**src/rtl/disp_trig_pkg.sv**
```systemverilog
package disp_trig_pkg;
   typedef enum logic [1:0] {
      TRIG_OFF     = 2'd0,
      TRIG_COUNT   = 2'd1,
      TRIG_TE_RISE = 2'd2,
      TRIG_TE_FALL = 2'd3
   } trig_mode_e;

   localparam int REG_W     = 32;
   localparam int M_LSB     = 0;
   localparam int M_MAX_W   = 8;
   localparam int N_LSB     = 8;
   localparam int N_MAX_W   = 16;
   localparam int MODE_LSB  = 28;
   localparam int MODE_W    = 2;
endpackage

```
**src/rtl/trig_wrap_cnt.sv**
```systemverilog
module trig_wrap_cnt #(
   parameter int W = 8
) (
   input  logic         clk,
   input  logic         rst_n,
   input  logic         clr,
   input  logic         step,
   input  logic [W-1:0] limit,
   output logic [W-1:0] value,
   output logic         wrap
);
   assign wrap = step && !clr && (value == limit);

   always_ff @(posedge clk or negedge rst_n) begin
      if (!rst_n)
         value <= '0;
      else if (clr)
         value <= '0;
      else if (step)
         value <= (value == limit) ? '0 : value + 1'b1;
   end
endmodule

```
**src/rtl/trig_period_chain.sv**
```systemverilog
module trig_period_chain #(
   parameter int PRE_W = 2,
   parameter int M_W   = 8,
   parameter int N_W   = 16
) (
   input  logic           clk,
   input  logic           rst_n,
   input  logic           hold,
   input  logic [M_W-1:0] fac_m,
   input  logic [N_W-1:0] fac_n,
   output logic           period_hit
);
   localparam int PRE_DIV = 1 << PRE_W;

   logic pre_tick;
   logic m_wrap;
   logic [M_W-1:0] m_val;
   logic [N_W-1:0] n_val;

   generate
      if (PRE_W == 0) begin : g_no_pre
         assign pre_tick = !hold;
      end else begin : g_pre
         logic [PRE_W-1:0] pre_val;
         trig_wrap_cnt #(.W(PRE_W)) i_pre (
            .clk   (clk),
            .rst_n (rst_n),
            .clr   (hold),
            .step  (1'b1),
            .limit (PRE_W'(PRE_DIV - 1)),
            .value (pre_val),
            .wrap  (pre_tick)
         );
      end
   endgenerate

   trig_wrap_cnt #(.W(M_W)) i_m_stage (
      .clk   (clk),
      .rst_n (rst_n),
      .clr   (hold),
      .step  (pre_tick),
      .limit (fac_m),
      .value (m_val),
      .wrap  (m_wrap)
   );

   trig_wrap_cnt #(.W(N_W)) i_n_stage (
      .clk   (clk),
      .rst_n (rst_n),
      .clr   (hold),
      .step  (m_wrap),
      .limit (fac_n),
      .value (n_val),
      .wrap  (period_hit)
   );

   logic unused_vals;
   assign unused_vals = ^{m_val, n_val};
endmodule

```
**src/rtl/trig_te_edge.sv**
```systemverilog
module trig_te_edge #(
   parameter int SYNC_N = 2
) (
   input  logic clk,
   input  logic rst_n,
   input  logic pin,
   output logic rise,
   output logic fall
);
   logic [SYNC_N-1:0] sync_q;
   logic              prev_q;
   logic              stable;

   generate
      if (SYNC_N < 2) begin : g_bad_sync
         $error("trig_te_edge: SYNC_N must be at least 2");
      end
   endgenerate

   always_ff @(posedge clk or negedge rst_n) begin
      if (!rst_n) begin
         sync_q <= '0;
         prev_q <= 1'b0;
      end else begin
         sync_q <= {sync_q[SYNC_N-2:0], pin};
         prev_q <= stable;
      end
   end

   assign stable = sync_q[SYNC_N-1];
   assign rise   = stable & ~prev_q;
   assign fall   = ~stable & prev_q;
endmodule

```
**src/rtl/trig_status.sv**
```systemverilog
module trig_status (
   input  logic clk,
   input  logic rst_n,
   input  logic set,
   input  logic clr,
   output logic flag
);
   always_ff @(posedge clk or negedge rst_n) begin
      if (!rst_n)
         flag <= 1'b0;
      else if (set)
         flag <= 1'b1;
      else if (clr)
         flag <= 1'b0;
   end
endmodule

```
**src/rtl/disp_trig_irq.sv**
```systemverilog
module disp_trig_irq
   import disp_trig_pkg::*;
#(
   parameter int M_W    = 8,
   parameter int N_W    = 16,
   parameter int PRE_W  = 2,
   parameter int SYNC_N = 2
) (
   input  logic        clk,
   input  logic        rst_n,
   input  logic        wr_en,
   input  logic        wr_addr,
   input  logic [31:0] wr_data,
   input  logic        rd_addr,
   output logic [31:0] rd_data,
   input  logic        te_pin,
   output logic        io0_is_te,
   output logic        irq_pulse,
   output logic        irq_status
);
   generate
      if (M_W < 1 || M_W > M_MAX_W) begin : g_bad_m
         $error("disp_trig_irq: M_W out of range");
      end
      if (N_W < 1 || N_W > N_MAX_W) begin : g_bad_n
         $error("disp_trig_irq: N_W out of range");
      end
      if (PRE_W < 0 || PRE_W > 8) begin : g_bad_pre
         $error("disp_trig_irq: PRE_W out of range");
      end
   endgenerate

   logic [M_W-1:0] cfg_m;
   logic [N_W-1:0] cfg_n;
   trig_mode_e     cfg_mode;
   logic           cfg_wr;
   logic           st_clr;
   logic           run_hold;
   logic           period_hit;
   logic           te_rise;
   logic           te_fall;
   logic           irq_next;
   logic           irq_q;

   assign cfg_wr = wr_en && (wr_addr == 1'b0);
   assign st_clr = wr_en && (wr_addr == 1'b1) && wr_data[0];

   always_ff @(posedge clk or negedge rst_n) begin
      if (!rst_n) begin
         cfg_m    <= '0;
         cfg_n    <= '0;
         cfg_mode <= TRIG_OFF;
      end else if (cfg_wr) begin
         cfg_m    <= wr_data[M_LSB +: M_W];
         cfg_n    <= wr_data[N_LSB +: N_W];
         cfg_mode <= trig_mode_e'(wr_data[MODE_LSB +: MODE_W]);
      end
   end

   assign run_hold = cfg_wr || (cfg_mode != TRIG_COUNT);

   trig_period_chain #(.PRE_W(PRE_W), .M_W(M_W), .N_W(N_W)) i_chain (
      .clk        (clk),
      .rst_n      (rst_n),
      .hold       (run_hold),
      .fac_m      (cfg_m),
      .fac_n      (cfg_n),
      .period_hit (period_hit)
   );

   trig_te_edge #(.SYNC_N(SYNC_N)) i_te (
      .clk   (clk),
      .rst_n (rst_n),
      .pin   (te_pin),
      .rise  (te_rise),
      .fall  (te_fall)
   );

   always_comb begin
      unique case (cfg_mode)
         TRIG_COUNT:   irq_next = period_hit;
         TRIG_TE_RISE: irq_next = te_rise;
         TRIG_TE_FALL: irq_next = te_fall;
         default:      irq_next = 1'b0;
      endcase
   end

   always_ff @(posedge clk or negedge rst_n) begin
      if (!rst_n)
         irq_q <= 1'b0;
      else
         irq_q <= irq_next;
   end

   trig_status i_status (
      .clk   (clk),
      .rst_n (rst_n),
      .set   (irq_next),
      .clr   (st_clr),
      .flag  (irq_status)
   );

   assign irq_pulse = irq_q;
   assign io0_is_te = (cfg_mode == TRIG_TE_RISE) || (cfg_mode == TRIG_TE_FALL);

   always_comb begin
      rd_data = '0;
      if (rd_addr == 1'b0) begin
         rd_data[M_LSB +: M_W]       = cfg_m;
         rd_data[N_LSB +: N_W]       = cfg_n;
         rd_data[MODE_LSB +: MODE_W] = cfg_mode;
      end else begin
         rd_data[0] = irq_status;
      end
   end

   logic unused_wr;
   assign unused_wr = ^wr_data;
endmodule

```
**config.mk**
```make
export PLATFORM = sky130hd
export DESIGN_NAME = disp_trig_irq
export DESIGN_NICKNAME = d
export VERILOG_FILES = /design/src/rtl/disp_trig_pkg.sv /design/src/rtl/trig_wrap_cnt.sv /design/src/rtl/trig_period_chain.sv /design/src/rtl/trig_te_edge.sv /design/src/rtl/trig_status.sv /design/src/rtl/disp_trig_irq.sv
export SDC_FILE = /design/constraint.sdc
export NUM_CORES = 1
export LEC_CHECK = 0
export BUFFER_PORTS_ARGS = -buffer_cell sky130_fd_sc_hd__buf_2
export CAP_MARGIN = 20
export CELL_PAD_IN_SITES_DETAIL_PLACEMENT = 0
export CELL_PAD_IN_SITES_GLOBAL_PLACEMENT = 1
export CORE_MARGIN = 8
export CORE_UTILIZATION = 35
export CTS_CLUSTER_SIZE = 10
export DETAILED_ROUTE_END_ITERATION = 12
export MAX_ROUTING_LAYER = met4
export PLACE_DENSITY = 0.77
export SETUP_SLACK_MARGIN = 0.4
export SYNTH_ARGS = -nofsm -noshare
export SYNTH_HDL_FRONTEND = slang
export SYNTH_SLANG_ARGS = --single-unit
```
**constraint.sdc**
```tcl
create_clock -name clk -period 2.5 [get_ports clk]
set_input_delay 0.125 -clock clk [delete_from_list [all_inputs] [get_ports clk]]
set_output_delay 0.125 -clock clk [all_outputs]
set_load 0.005 [all_outputs]
```
== Word-level counts from Yosys, hierarchy flattened ==
Cells that the tools add are included.
Word-level totals
  output and inout bits: 35
  register bits after elaboration: 57
  input bits: 38
Cells by class
  bitwise operators: 5
  muxes and demuxes: 14
  reduce and logical (&&, ||, !) cells: 14
  add/subtract/negate cells: 3
  equality and inequality tests: 7
Operators by type and width (count)
  two-way mux 16 bit: 3
  two-way mux 8 bit: 3
  two-way mux 23 bit: 1
  adder 16 x 1 -> 16 bit, second input constant: 1
  == test 16 bit: 1
  adder 8 x 1 -> 8 bit, second input constant: 1
  == test 8 bit: 1
  logical AND 1 bit: 8
  == test 2 bit, second input constant: 3
  two-way mux 2 bit: 3
  nonzero test 2 bit: 3
  two-way mux 1 bit: 3
  inverter 1 bit: 3
  case mux 1 bit (3 select lines): 1
  adder 2 x 1 -> 2 bit, second input constant: 1
  AND 1 bit: 2
  == test 2 x 1 -> 1 bit, second input constant: 1
  logical OR 1 bit: 2
  != test 2 x 1 -> 1 bit, second input constant: 1
  logical NOT 1 bit: 1

== Depth between registers and ports, before layout ==
  depth in word-level cells: 11
  mapped depth: 8
  depth with buffers taken out: 6

== By module ==
A second synthesis with hierarchy kept.
Unflattened totals
  cells, all modules: 325
  area total of the unflattened synthesis: 3374.5 um2
Modules (own cells, without submodules)
  disp_trig_irq: sequential area each 675.6 um2, area each 1371.3 um2, cells each 98, instances 1
  trig_wrap_cnt at i_chain.i_n_stage: sequential area each 400.4 um2, area each 1217.4 um2, cells each 146, instances 1
  trig_wrap_cnt at i_chain.i_m_stage: sequential area each 200.2 um2, area each 525.5 um2, cells each 57, instances 1
  trig_wrap_cnt at i_chain.g_pre.i_pre: sequential area each 50.0 um2, area each 130.1 um2, cells each 15, instances 1
  trig_te_edge: sequential area each 75.1 um2, area each 90.1 um2, cells each 5, instances 1
  trig_status: sequential area each 25.0 um2, area each 36.3 um2, cells each 3, instances 1
  trig_period_chain: sequential area each 0.0 um2, area each 3.8 um2, cells each 1, instances 1

== Worst setup path before layout ==
Ideal clock, no wire load.
  path kind: reg-to-reg
  start: reg i_chain.i_m_stage.value[3]
  end: reg i_chain.i_n_stage.value[12]
  stages on the path, launching flop included: 7
  setup time: 0.079 ns
  data arrival time: 1.847 ns
  required time: 2.421 ns
  setup slack: 0.574 ns
  path buffers: 1
  path through: dfrtp_1 > xor2_1 > nor4_4 > a31oi_1 > buf_2 > or4_1 > a21oi_1
On the way
  longest elaborated chain between the ends: 3
Ends and longest elaborated chain
  from (decl): RTL line trig_wrap_cnt.sv:9  | output logic [W-1:0] value,
  from (signal assigned): RTL line trig_wrap_cnt.sv:20  | value <= (value == limit) ? '0 : value + 1'b1;
  == test 8 bit: RTL line trig_wrap_cnt.sv:12  | assign wrap = step && !clr && (value == limit);
  logical AND 1 bit: RTL line trig_wrap_cnt.sv:12
  nonzero test 2 bit (no line)
  to (signal assigned): RTL line trig_wrap_cnt.sv:20
  to (decl): RTL line trig_wrap_cnt.sv:9
Every way passes these cells.
A chain may end at the register's enable or synchronous reset.

== Final worst setup path ==
  start: reg i_chain.i_m_stage.value[0]
  end: reg i_chain.i_n_stage.value[8]
Same word-level chain as after synthesis.

==> metrics.cfg <==
[clocking]
clock_path_buffers=2
cts-buffers-inserted=9
clk_root_buffer_cell=clkbuf_8
clock_sinks=57
cts_max_level=3
clk_pin_slew_ns=0.07
cts_tree=done
insertion_delay_ns=0.33

[power_and_ir_drop]
ir_worst_vdd_v=0.000512
p_total_uw=2490
power.density_nw_per_um2=651
p_leak_uw=0.00175

[drt]
wl_um=6920
wl_per_cell_um=14.9
drc=0
antenna_left=0
dr_wl_met3_um=284
wl_met1_um=3130
met2WireLength_um=3440
drt_iter0_drc=168
viasPerCell=4.99
dr.max_layer_used=met4
drt_pre_antenna_iters=4
dr_total_vias=2315

[setup_path]
cpMaxStageDelayCell=or4_1
cp-start-kind=register
arrival_ns=2.34
cp_max_fo=6
critical_path_class=register to register
worst_ep_required_time_ns=2.76
crit_start=i_chain.i_m_stage.value[0]
slowest_delay_ns=0.50
ff2ff_setup_slack_ns=0.42
cp_cell_sequence=xor2_2 -> nor4_4 -> a31oi_4 -> buf_6 -> or4_1 -> a21oi_1
worst_setup_path_end_kind=register
r2r-start=i_chain.i_m_stage.value[0]

[floorplanning]
io_pins=73
row_count=34
start_util_pct=35.3
dieArea_um2=11800
die_x_um=109
core_um2=8510
fp.dieH_um=109

[run_status]
outcome=finished, final reports clean

[hold_path]
hp-class=input port to register
holdCritStartpoint=wr_data[28]

[job]
maxCapViolCount=0

[logic_synthesis]
yosys-mux-area-fraction_pct=10.5
synth-simple-area-share_pct=19.1
synth_cell_types=39
synth_area_um2=3010
yosys.area.top_type_share_pct=47.4
synth_largest_area_cell=dfrtp_1
synth-xor-area-share_pct=7.57
avgSynthCellArea_um2=10.8
synthAdderAreaFrac_pct=1.25
synth_top_family_by_area=simple AND/OR/NAND/NOR gates
yosysWarnings=0
synth_compound_area_share_pct=9.86
synthCells=278
ys_seq_area_share_pct=47.4
synth.area.top_cells=dfrtp_1 47%, mux2_2 10%, xor2_1 7.3%
ys_seq_elements=57

[placement]
placed_area_um2=3420
dp_slack_ns=0.252
dp_hpwl_um=4820
gp_routability_congestion=0.818
port_buffers=60

[global_route]
track_usage_pct=12.5
grt_overflow=0
grt_max_degree=44
grt_pass1_vias=2395
grt_pass1_wl_um=11500
antenna_found_initial=0

[cells_and_area]
num-fill-cells=827
diodes=0
nets=392
area.growth.synth_to_final_pct=27.3
final_cell_area_um2=3830
drive_above_1_share_pct=38.5
fin_util_pct=45.0

[sta]
fin_ws_ns=0.417
slew_headroom_pct=58.2
max_freq_ghz=0.480
tightest_slew_ns=0.626
hold_viol=0
fin_crit_ns=2.08
finalCritPeriodShare_pct=83.3
fin_setup_tns_ns=0
rsz0062_at_grt=true
drv_slew=0
setup_viol=0
skew_ns=0.00931

[per-layer routing]
| layer | up-vias | global-route usage, % |
|---|---|---|
| met3 | 7 | 3.90 |
| li1 | 1133 | - |
| met4 | 0 | 3.52 |
| met5 | - | - |
| met1 | 1119 | 14.8 |
| met2 | 56 | 20.0 |
[worst paths after layout]
path	end	depth (start not counted)
max reg2reg	i_chain.i_n_stage.value[8]	6
min	cfg_mode[0]	2
min in group asynchronous	i_chain.i_n_stage.value[1]	2
min reg2reg	i_te.sync_q[1]	0
max in group asynchronous	cfg_n[5]	3
max	i_chain.i_n_stage.value[8]	6
[critical path, delay by kind of cell (launching register included)]
| kind | cells | cell delay, ns |
|---|---|---|
| and+or+nand+nor | 2 | 0.91 |
| DFF | 1 | 0.44 |
| AOI/OAI and AO/OA | 2 | 0.30 |
| xor gates and xnor gates | 1 | 0.20 |
| buffers and inverters | 1 | 0.16 |
[state kept, by name, summed over array words and instances, names as in the netlist]
signal and count:
cfg_m 8, cfg_mode 2, cfg_n 16, i_chain.g_pre.i_pre.value 2, i_chain.i_m_stage.value 8, i_chain.i_n_stage.value 16, i_status.flag 1, i_te.prev_q 1
i_te.sync_q 2, irq_pulse 1
[final cells by class]
type	count	area (µm²)	share of cell area, %
Timing Repair Buffer	76	447	11.7
Sequential cell	57	1430	37.3
Clock inverter	6	105	2.75
Inverter	6	22.5	0.588
Multi-Input combinational cell	201	1550	40.5
Tap cell	108	135	3.53
Clock buffer	10	138	3.60
[power breakdown]
group | switching (µW) | leakage (µW) | internal [µW]
registers | 66.3 | 0.000725 | 997
clock network | 365 | 0.000126 | 684
logic | 178 | 0.000899 | 202
total | 609 | 0.00175 | 1880
[cells in the final DEF (no fill, tap or decap), drive strengths merged, types with 3 or more instances in the layout]
cell	n
nand2	9
o31ai	8
nand4	6
xor2	25
mux2	28
conb	6
bufinv	3
or4	6
nand3	12
clkinv	3
a21oi	11
o22ai	5
o21ai	6
inv	6
a31oi	10
nor2b	27
nand2b	5
nor4	6
dfrtp	57
buf	74
ha	3
clkbuf	10
a22o	3
and3	9
[Yosys cell counts, drive strengths merged]
library cell and n:
xnor2 1, nand4 6, nor2 2, a22o 3
nor3 1, nand2b 5, o21ai 6, a211oi 1
conb 1, or4 6, nand3 12, or3b 1
o31ai 8, dfrtp 57, and3 9, a21oi 11
buf 14, clkbuf 5, a31oi 10, xor2 25
nor2b 27, and4 1, ha 3, nor4 6
and2 1, o22ai 5, inv 6, or3 2
a32oi 1, mux2 28, and3b 1, nand2 9
nor3b 2, a22oi 1, a21o 1
[what timing repair did]
action                                 in CTS  in global routing
pin swaps                                   0                  8
endpoints found under the hold margin      42                  0
hold buffers                                2                  0
setup endpoints to repair                  15                 13
resized for setup                           1                 17
setup buffers                               0                  5
cloned                                      0                  0
[through the flow]
step                      hold slack (ns)  std cells
final                              0.0214        464
after global routing              0.00834        464
after CTS                         0.00427        458
after detailed placement            0.236        440
after global placement              0.234        440
after floorplan                    -0.171        283
[kinds of logic after synthesis]
kind of cell / count (synthesis)
simple gates: 91
xor+xnor: 26
buf+inv: 25
other cells: 1
fa+ha+maj: 3
flops: 57
mux: 28
compound gates: 47
No activity file was read; power rests on OpenSTA's default activity.
